===== src/rtl/sgc_pkg.sv =====
package sgc_pkg;
  typedef enum logic [1:0] {
    SGC_DISABLED = 2'd0,
    SGC_ARMED    = 2'd1,
    SGC_RUNNING  = 2'd2
  } sgc_state_e;

  localparam int unsigned CMD_W       = 32;
  localparam int unsigned BIT_VALID   = CMD_W - 1;
  localparam int unsigned BIT_START   = CMD_W - 2;
  localparam int unsigned BIT_STOP    = CMD_W - 3;
  localparam int unsigned BIT_ARMED   = CMD_W - 4;
endpackage


===== src/rtl/sgc_cmd_decode.sv =====
module sgc_cmd_decode
  import sgc_pkg::*;
(
  input  logic             cmd_wr,
  input  logic [CMD_W-1:0] cmd_wdata,
  output logic             start_req,
  output logic             stop_req
);
  logic accepted;

  always_comb begin
    accepted  = cmd_wr && cmd_wdata[BIT_VALID];
    // stop has priority over start when both are set
    stop_req  = accepted && cmd_wdata[BIT_STOP];
    start_req = accepted && cmd_wdata[BIT_START] && !cmd_wdata[BIT_STOP];
  end
endmodule


===== src/rtl/sgc_time_reg.sv =====
module sgc_time_reg #(
  parameter int unsigned TIME_W = 64,
  parameter int unsigned WORD_W = 32,
  localparam int unsigned NWORDS = TIME_W / WORD_W,
  localparam int unsigned SEL_W  = (NWORDS > 1) ? $clog2(NWORDS) : 1
) (
  input  logic              clk,
  input  logic              rst_n,
  input  logic              wr,
  input  logic [SEL_W-1:0]  sel,
  input  logic [WORD_W-1:0] wdata,
  output logic [TIME_W-1:0] value
);
  for (genvar w = 0; w < NWORDS; w++) begin : g_word
    always_ff @(posedge clk) begin
      if (!rst_n) begin
        value[w*WORD_W +: WORD_W] <= '0;
      end else if (wr && (sel == SEL_W'(w))) begin
        value[w*WORD_W +: WORD_W] <= wdata;
      end
    end

    AST_WORD_HOLD: assert property (@(posedge clk) disable iff (!rst_n)
      !(wr && (sel == SEL_W'(w))) |=> $stable(value[w*WORD_W +: WORD_W]));
  end
endmodule


===== src/rtl/sgc_time_cmp.sv =====
module sgc_time_cmp #(
  parameter int unsigned TIME_W = 64
) (
  input  logic [TIME_W-1:0] tod,
  input  logic [TIME_W-1:0] start_time,
  output logic              reached
);
  always_comb reached = (tod >= start_time);
endmodule


===== src/rtl/sgc_fsm.sv =====
module sgc_fsm
  import sgc_pkg::*;
(
  input  logic       clk,
  input  logic       rst_n,
  input  logic       use_tod,
  input  logic       start_req,
  input  logic       stop_req,
  input  logic       reached,
  output sgc_state_e state,
  output logic       start_pulse,
  output logic       err_pulse
);
  logic can_arm;
  logic fire;

  always_comb begin
    can_arm = (state == SGC_DISABLED) && use_tod;
    fire    = (state == SGC_ARMED) && reached && !stop_req;
  end

  always_ff @(posedge clk) begin
    if (!rst_n) begin
      state       <= SGC_DISABLED;
      start_pulse <= 1'b0;
      err_pulse   <= 1'b0;
    end else begin
      start_pulse <= fire;
      err_pulse   <= start_req && !can_arm;
      if (stop_req) begin
        state <= SGC_DISABLED;
      end else if (start_req && can_arm) begin
        state <= SGC_ARMED;
      end else if (fire) begin
        state <= SGC_RUNNING;
      end
    end
  end

  AST_START_ONE_CYCLE: assert property (@(posedge clk) disable iff (!rst_n)
    start_pulse |=> !start_pulse);
  AST_START_FROM_ARMED: assert property (@(posedge clk) disable iff (!rst_n)
    $rose(start_pulse) |-> $past(state) == SGC_ARMED);
  AST_START_WITH_RUN: assert property (@(posedge clk) disable iff (!rst_n)
    start_pulse |-> state == SGC_RUNNING);
  AST_NO_EARLY_START: assert property (@(posedge clk) disable iff (!rst_n)
    (state == SGC_ARMED && !reached) |=> !start_pulse);
  AST_STOP_DISABLES: assert property (@(posedge clk) disable iff (!rst_n)
    stop_req |=> state == SGC_DISABLED);
  AST_BUSY_START_ERR: assert property (@(posedge clk) disable iff (!rst_n)
    (start_req && state != SGC_DISABLED) |=> err_pulse);
  AST_ERR_ONE_CYCLE: assert property (@(posedge clk) disable iff (!rst_n)
    (err_pulse && !$past(start_req)) |-> 1'b0);
endmodule


===== src/rtl/sgc_gate_ctrl.sv =====
module sgc_gate_ctrl
  import sgc_pkg::*;
#(
  parameter int unsigned TIME_W = 64,
  parameter int unsigned WORD_W = 32
) (
  input  logic              clk,
  input  logic              rst_n,
  input  logic              use_tod,
  input  logic [TIME_W-1:0] tod,
  input  logic              cmd_wr,
  input  logic [CMD_W-1:0]  cmd_wdata,
  output logic [CMD_W-1:0]  cmd_rdata,
  input  logic              st_wr,
  input  logic              st_sel,
  input  logic [WORD_W-1:0] st_wdata,
  output logic [TIME_W-1:0] st_rdata,
  output logic              engine_start,
  output logic              engine_run,
  output logic              cmd_err
);
  logic       start_req;
  logic       stop_req;
  logic       reached;
  sgc_state_e state;

  sgc_cmd_decode u_dec (
    .cmd_wr    (cmd_wr),
    .cmd_wdata (cmd_wdata),
    .start_req (start_req),
    .stop_req  (stop_req)
  );

  sgc_time_reg #(.TIME_W(TIME_W), .WORD_W(WORD_W)) u_treg (
    .clk   (clk),
    .rst_n (rst_n),
    .wr    (st_wr),
    .sel   (st_sel),
    .wdata (st_wdata),
    .value (st_rdata)
  );

  sgc_time_cmp #(.TIME_W(TIME_W)) u_cmp (
    .tod        (tod),
    .start_time (st_rdata),
    .reached    (reached)
  );

  sgc_fsm u_fsm (
    .clk         (clk),
    .rst_n       (rst_n),
    .use_tod     (use_tod),
    .start_req   (start_req),
    .stop_req    (stop_req),
    .reached     (reached),
    .state       (state),
    .start_pulse (engine_start),
    .err_pulse   (cmd_err)
  );

  always_comb begin
    engine_run           = (state == SGC_RUNNING);
    cmd_rdata            = '0;
    cmd_rdata[BIT_START] = use_tod && (state == SGC_RUNNING);
    cmd_rdata[BIT_STOP]  = use_tod && (state == SGC_DISABLED);
    cmd_rdata[BIT_ARMED] = (state == SGC_ARMED);
  end

  AST_RUN_NEEDS_ARM: assert property (@(posedge clk) disable iff (!rst_n)
    $rose(engine_run) |-> engine_start);
endmodule


===== config.mk =====
export PLATFORM = sky130hd
export DESIGN_NAME = sgc_gate_ctrl
export DESIGN_NICKNAME = d
export VERILOG_FILES = /design/src/rtl/sgc_pkg.sv /design/src/rtl/sgc_cmd_decode.sv /design/src/rtl/sgc_time_reg.sv /design/src/rtl/sgc_time_cmp.sv /design/src/rtl/sgc_fsm.sv /design/src/rtl/sgc_gate_ctrl.sv
export SDC_FILE = /design/constraint.sdc
export NUM_CORES = 1
export LEC_CHECK = 0
export BUFFER_PORTS_ARGS = -buffer_cell sky130_fd_sc_hd__buf_2
export CORE_ASPECT_RATIO = 1.1
export CORE_MARGIN = 5
export CORE_UTILIZATION = 25
export CTS_BUF_LIST = sky130_fd_sc_hd__clkbuf_2 sky130_fd_sc_hd__clkbuf_4 sky130_fd_sc_hd__clkbuf_8
export DETAILED_ROUTE_END_ITERATION = 10
export HOLD_SLACK_MARGIN = 0.15
export PLACE_DENSITY = 0.49
export REMOVE_ABC_BUFFERS = 1
export SLEW_MARGIN = 10
export SYNTH_ARGS = -nofsm -noshare
export SYNTH_HDL_FRONTEND = slang
export SYNTH_SLANG_ARGS = --single-unit

===== constraint.sdc =====
create_clock -name clk -period 4.2 [get_ports clk]
set_input_delay 0.84 -clock clk [delete_from_list [all_inputs] [get_ports clk]]
set_output_delay 0.84 -clock clk [all_outputs]
set_load 0.02 [all_outputs]

==> results_dict.tcl, run 1 <==
set metrics [dict create \
    ctsHoldBuffers 0 \
    dieWidth_um 135.9 \
    post_cts.resized_instances 0 \
    post_drt_wl_per_cell_um 13.72 \
    hold_startpoint "u_treg.value[25]" \
    grt_pass1_vias 3853 \
    unrepaired_setup_endpoints_after_global_routing "no" \
    routed-via-count 4056 \
    clock_net_sink_count 68 \
    port_buffers 174 \
    hp-class "reg2reg" \
    crit_path_cell_trace "buf_2 -> ha_1 -> a21oi_1 -> nand2_1 -> a221oi_1 -> o211ai_1 -> a211oi_1 -> o21ai_0" \
    clock_insertion_delay_worst_skew_ns 0.35 \
    drt-total-wl_um 13300 \
    clock_tree.root_cell "clkbuf_8" \
    power_leakage_nw 2.547 \
    gp_congestion 0.7409 \
    drc 0 \
    worst_slew_margin_rel 0.4250 \
    setup.worst_path.start_class "input pin" \
    design_area_sq_um 5524 \
    count_of_routing_violations_after_the_opening_detailed_route_iteration 42 \
    ys_dominant_reg_cell "dfxtp_1" \
    cts_buffers 9 \
    ios 233 \
    path_depth_of_the_worst_reg2reg_path 8 \
    worst_setup_path_end_kind "register" \
    average_size_of_a_mapped_cell_sq_um 7.713 \
    grt_antenna_before_repair 0 \
    post_synthesis_cells 565 \
    grt_overflow 0 \
    synth_most_common_cell "nand2_1" \
    critical_path.max_fanout 4 \
    synth.ff_latch_count 68 \
    synthArstFlopShare 0 \
    global_route_wire_length_before_repair_um 19980 \
    run_status "complete, no violations" \
    fin_clk_skew_ns 0.003806 \
    powerDensity_nw_per_um2 276.2 \
    hold-path-cell-count 2 \
    placement_rows 50 \
    fin_crit_sh 0.6551 \
    grt_start_max_net_pins 34 \
    finalSetupViolCount 0 \
    setup_tns_ns 0 \
    final_critical_path_setup_slack_ns 1.449 \
    cts_tree "done" \
    synth_top_area_cell "dfxtp_1" \
    number_of_antenna_violating_nets_in_the_routed_design 0 \
    syn_to_final_growth_pct 26.76 \
    critPathKind "in2reg" \
    place_ws_ns 1.019 \
    die-height_um 148.5 \
    floorplan.die_area_sq_um 20170 \
    period_minus_slack_ns 2.751 \
    cp_slowest_stage_delay_ns 0.54 \
    synth_top_cells_by_area "dfxtp_1 31%, ha_1 18%, nand2_1 13%" \
    core_area_sq_um 17080 \
    synth-seq-area-share 0.3124 \
    post_cts_buffers 0 \
    peakVddDrop_v 0.0001447 \
    maximum_number_of_buffers_from_clock_root_to_sink 2 \
    dp_hpwl_um 10970 \
    placedInstanceArea_sq_um 5370 \
    critical-path-slowest-cell "a211oi_1" \
    cts-htree-levels 3 \
    yosysTopAreaCellShare 0.3124 \
    track_usage 0.1268 \
    timing.final.hold_violations 0 \
    final_layout_size_suffix_gt1_frac 0.2667 \
    antenna_diode_count 0 \
    report.final.slew_viol_count 0 \
    post_synth_most_frequent_cells "150 x nand2_1, 68 x dfxtp_1, 68 x inv_1" \
    path_delay_family "compound AO/OA/AOI/OAI gates" \
    initial_standard_cell_utilization_of_the_core 0.2552 \
    worst-path-buf-inv 1 \
    critPathArrivalTime_ns 2.97 \
    first_pass_drt_iterations 4 \
    syn-cell-area_sq_um 4358 \
    clk_transition_reported_paths_ns 0.07 \
    startpoint "tod[22]" \
    maxCapViolCount 0 \
    worstMarginPinSlew_ns 0.8586 \
    synth.distinct_cells 34 \
    path_depth 8 \
    number_of_enable_type_register_cells_in_the_synthesized_netlist 0 \
    clock.fmax_mhz 363.4 \
    nets 931 \
    crit_required_ns 4.42 \
    detail_route.vias_per_cell 4.186 \
    timing.rr.start "u_treg.value[22]" \
    yosys_warnings 0 \
]
## final timing paths
check                                        end  slack, ns
worst min register to register  u_treg.value[25]       0.48
worst min-delay path            u_treg.value[25]       0.48
worst max register to register    u_fsm.state[1]       1.61
worst max-delay path              u_fsm.state[1]       1.45
## cell families (layout without fill, tap and decap cells)
group,Yosys count,after routing,synth area share
other,1,29,0.0008605
AOI/OAI and AO/OA,119,119,0.1852
adders and majority gates,64,64,0.1838
buffers and inverters,119,261,0.1283
and+or+nand+nor,194,194,0.1895
DFF,68,68,0.3124
## metal layers
layer | GRT usage | share of wire | up-vias
met4 | 0.02571 | 0.0071 | 0
li1 | - | - | 2150
met3 | 0.05277 | 0.089 | 8
met1 | 0.1624 | 0.46 | 1775
met5 | 0 | 0 | -
met2 | 0.2009 | 0.44 | 123
## power breakdown
group	total, mW	internal, mW	leakage (nW)	switching [mW]
logic	0.356	0.140	1.91	0.216
registers	0.695	0.673	0.556	0.0217
clock network	0.475	0.232	0.0831	0.243
total	1.53	1.04	2.55	0.481
## worst register-to-register path: stages (launching register included)
cell and delay (ns):
dfxtp_1 0.39, inv_1 0.06, ha_1 0.32, a21oi_1 0.17, nand2_1 0.06, a221oi_1 0.51
o211ai_1 0.24, a211oi_1 0.54, o21ai_0 0.17
## cell type report
type                    count  area, sq um
well taps                 234        292.8
clock buffers              13        153.9
inverters                  68        255.2
fillers                  1917        11550
multi-input cells         406         2545
repair buffers            180        915.9
flip-flops and latches     68         1361
## flip-flops by register name, summed over array words and instances, names as in the netlist
name / flops
u_fsm.start_pulse: 1
u_fsm.err_pulse: 1
u_fsm.state: 2
u_treg.value: 64
## cell usage in the layout (no fill, tap or decap), drive strengths merged, types with 3 or more instances in the layout
cell type and n:
dfxtp 68, ha 64, a21boi 64, nand3 6, conb 29, inv 68
o21ai 12, nor2 6, nand4 12, nor3 7, nand2 150, a21oi 27
a221oi 3, buf 180, clkbuf 13
## per-stage QoR
| step | util | hold slack [ns] | cells | power, mW |
|---|---|---|---|---|
| global placement | 0.3144 | 0.4680 | 956 | 1.071 |
| detailed placement | 0.3144 | 0.4710 | 956 | 1.073 |
| floorplan | - | 0.4674 | 542 | 0.9175 |
| global route | 0.3234 | 0.5034 | 969 | 1.627 |
| finish | 0.3234 | 0.4765 | 969 | 1.526 |
| CTS | 0.3234 | 0.4810 | 969 | 1.559 |
(Power assumes the default switching activity.)
==> run 2, diff against run 1 <==
--- a/config.mk
+++ b/config.mk
@@ -12,7 +12,7 @@
 export CTS_BUF_LIST = sky130_fd_sc_hd__clkbuf_2 sky130_fd_sc_hd__clkbuf_4 sky130_fd_sc_hd__clkbuf_8
 export DETAILED_ROUTE_END_ITERATION = 10
 export HOLD_SLACK_MARGIN = 0.15
-export PLACE_DENSITY = 0.49
+export PLACE_DENSITY = 0.5
 export REMOVE_ABC_BUFFERS = 1
 export SLEW_MARGIN = 10
 export SYNTH_ARGS = -nofsm -noshare
==> constraint.sdc (replaced) <==
create_clock -name clk -period 2.3 [get_ports clk]
set_input_delay 0.46 -clock clk [delete_from_list [all_inputs] [get_ports clk]]
set_output_delay 0.46 -clock clk [all_outputs]
set_load 0.02 [all_outputs]
==> run 2 against run 1 <==
Critical path depth unchanged. Via count increased by 4.0%. Die area unchanged. Sequential cell count unchanged. Clock skew increased by 0.0013 ns. Non-clock buffer count increased by 33. Setup slack got worse by 1.3 ns. Sequential power increased by 83%. Routed wire length increased by 1.4%. Final cell count increased by 3.7%. Sequential share of layout area decreased by 1.5 points. Combinational power increased by 110%. Largest power group unchanged. Highest routed layer is now met5.
==> results_dict.tcl, run 2 (synthesis results as in run 1) <==
set metrics [dict create \
    layout_commonest_cell "buf_2" \
    powerDensity_nw_per_um2 502.5 \
    first_pass_drt_iterations 4 \
    highest-signal-layer "met5" \
    core_area_sq_um 17080 \
    drt-total-wl_um 13490 \
    run_status "complete, no violations" \
    syn_to_final_growth_pct 37.07 \
    antenna_diode_count 0 \
    crit_path_cell_trace "inv_1 -> ha_4 -> nand4_1 -> or4_4 -> nand4b_1 -> a31oi_1 -> a211oi_2 -> a41o_1" \
    clock_net_sink_count 68 \
    largest-register "u_treg.value" \
    critPathArrivalTime_ns 2.39 \
    filler_cell_count 1897 \
    port_buffers 174 \
    peakVddDrop_v 0.0002090 \
    timing.final.hold_violations 0 \
    dieWidth_um 135.9 \
    worst_setup_path_end_kind "register" \
    count_of_routing_violations_after_the_opening_detailed_route_iteration 71 \
    crit_required_ns 2.55 \
    maxCapViolCount 0 \
    grt_antenna_before_repair 1 \
    grt_start_max_net_pins 50 \
    gp_congestion 0.7755 \
    detail_route.vias_per_cell 4.197 \
    place_ws_ns -0.2659 \
    largest_register_ff_count 64 \
    hp-class "in2reg" \
    dr_wl_met2_um 5945 \
    dp_hpwl_um 10950 \
    wl_met3_um 1216 \
    drc 0 \
    fin_clk_skew_ns 0.005070 \
    unrepaired_setup_endpoints_after_global_routing "no" \
    global_route_wire_length_before_repair_um 20550 \
    fin_crit_sh 0.9302 \
    report.final.slew_viol_count 0 \
    critical_path.max_fanout 3 \
    finalHoldWorstSlack_ns 0.2872 \
    final_critical_path_setup_slack_ns 0.1605 \
    biggestRegsByFlops "u_treg.value: 64 flops, u_fsm.state: 2 flops" \
    grt_overflow 0 \
    clk_transition_reported_paths_ns 0.07 \
    finalSetupViolCount 0 \
    clock.fmax_mhz 467.4 \
    die-height_um 148.5 \
    initial_standard_cell_utilization_of_the_core 0.2552 \
    setup.worst_path.start_class "register" \
    maximum_number_of_buffers_from_clock_root_to_sink 2 \
    floorplan.die_area_sq_um 20170 \
    cts_tree "done" \
    critical-path-slowest-cell "or4_4" \
    cts-htree-levels 3 \
    number_of_antenna_violating_nets_in_the_routed_design 0 \
    grt_pass1_vias 4098 \
    power_leakage_nw 2.752 \
    final_layout_size_suffix_gt1_frac 0.3372 \
    total_routed_wire_length_on_the_met1_layer_um 6147 \
    worst-path-buf-inv 1 \
    clock_insertion_delay_worst_skew_ns 0.35 \
    track_usage 0.1310 \
    nets 964 \
    period_minus_slack_ns 2.140 \
    layout.cells.most_common_list "174 x buf_2, 150 x nand2_1, 68 x inv_1" \
    clock_tree.root_cell "clkbuf_8" \
    post_drt_wl_per_cell_um 13.42 \
    cp_slowest_stage_delay_ns 0.58 \
    routed-via-count 4218 \
    placement_rows 50 \
    cts_buffers 9 \
    ios 233 \
    path_delay_family "simple AND/OR/NAND/NOR gates" \
    critPathKind "reg2reg" \
]
-- run 2: cell count changes in the layout (fill, tap and decap cells not counted), moves of 3 or more --
cell and change:
clkbuf_8 +3, buf_4 +32, dfxtp_1 -16, ha_1 -8, dfxtp_2 +16, ha_4 +8
-- run 2: area by class of cell --
type                       instances  area [sq um]  area share
clock inverter                     1         5.005   0.0008379
sequential                        68          1381      0.2313
clock buffer                      15         187.7     0.03142
inverter                          68         255.2     0.04273
tap                              234         292.8     0.04902
timing repair buffer             213          1176      0.1969
multi-input combinational        406          2675      0.4478
-- run 2: metal layers --
layer  GRT usage  vias to the layer above
met5           0                        -
met3     0.04668                       13
met4     0.04234                        2
li1            -                     2215
met1      0.1685                     1862
met2      0.2047                      126
-- run 2: stage by stage --
| stage | TNS [ns] | instances | area (sq um) | utilization | total power [mW] |
|---|---|---|---|---|---|
| 2_1_floorplan | 0 | 542 | 4159 | - | 1.676 |
| 3_3_place_gp | -0.8119 | 986 | 5608 | 0.3284 | 2.006 |
| 3_5_place_dp | -0.7228 | 986 | 5608 | 0.3284 | 2.010 |
| 4_1_cts | 0 | 1004 | 5834 | 0.3416 | 3.037 |
| 5_1_grt | 0 | 1005 | 5973 | 0.3497 | 3.193 |
| 6_report | 0 | 1005 | 5973 | 0.3497 | 3.001 |
-- run 2: worst paths after layout --
path               startpoint                to  slack [ns]  cells past startpoint
max          u_treg.value[50]    u_fsm.state[0]        0.16                      8
max reg2reg  u_treg.value[50]    u_fsm.state[0]        0.16                      8
min reg2reg  u_treg.value[24]  u_treg.value[24]        0.47                      2
min             cmd_wdata[29]   u_fsm.err_pulse        0.29                      2
-- run 2: power by group --
| group | leakage (nW) | internal, mW | switching [mW] |
|---|---|---|---|
| Sequential | 0.562 | 1.23 | 0.0360 |
| Combinational | 2.09 | 0.316 | 0.424 |
| Clock | 0.104 | 0.516 | 0.477 |
| Total | 2.75 | 2.06 | 0.938 |
-- run 2: repair_timing --
item	CTS	global route
pin swaps	7	9
setup buffers	2	2
resized for setup	11	20
hold buffers	0	0
endpoints found under the setup margin	3	3
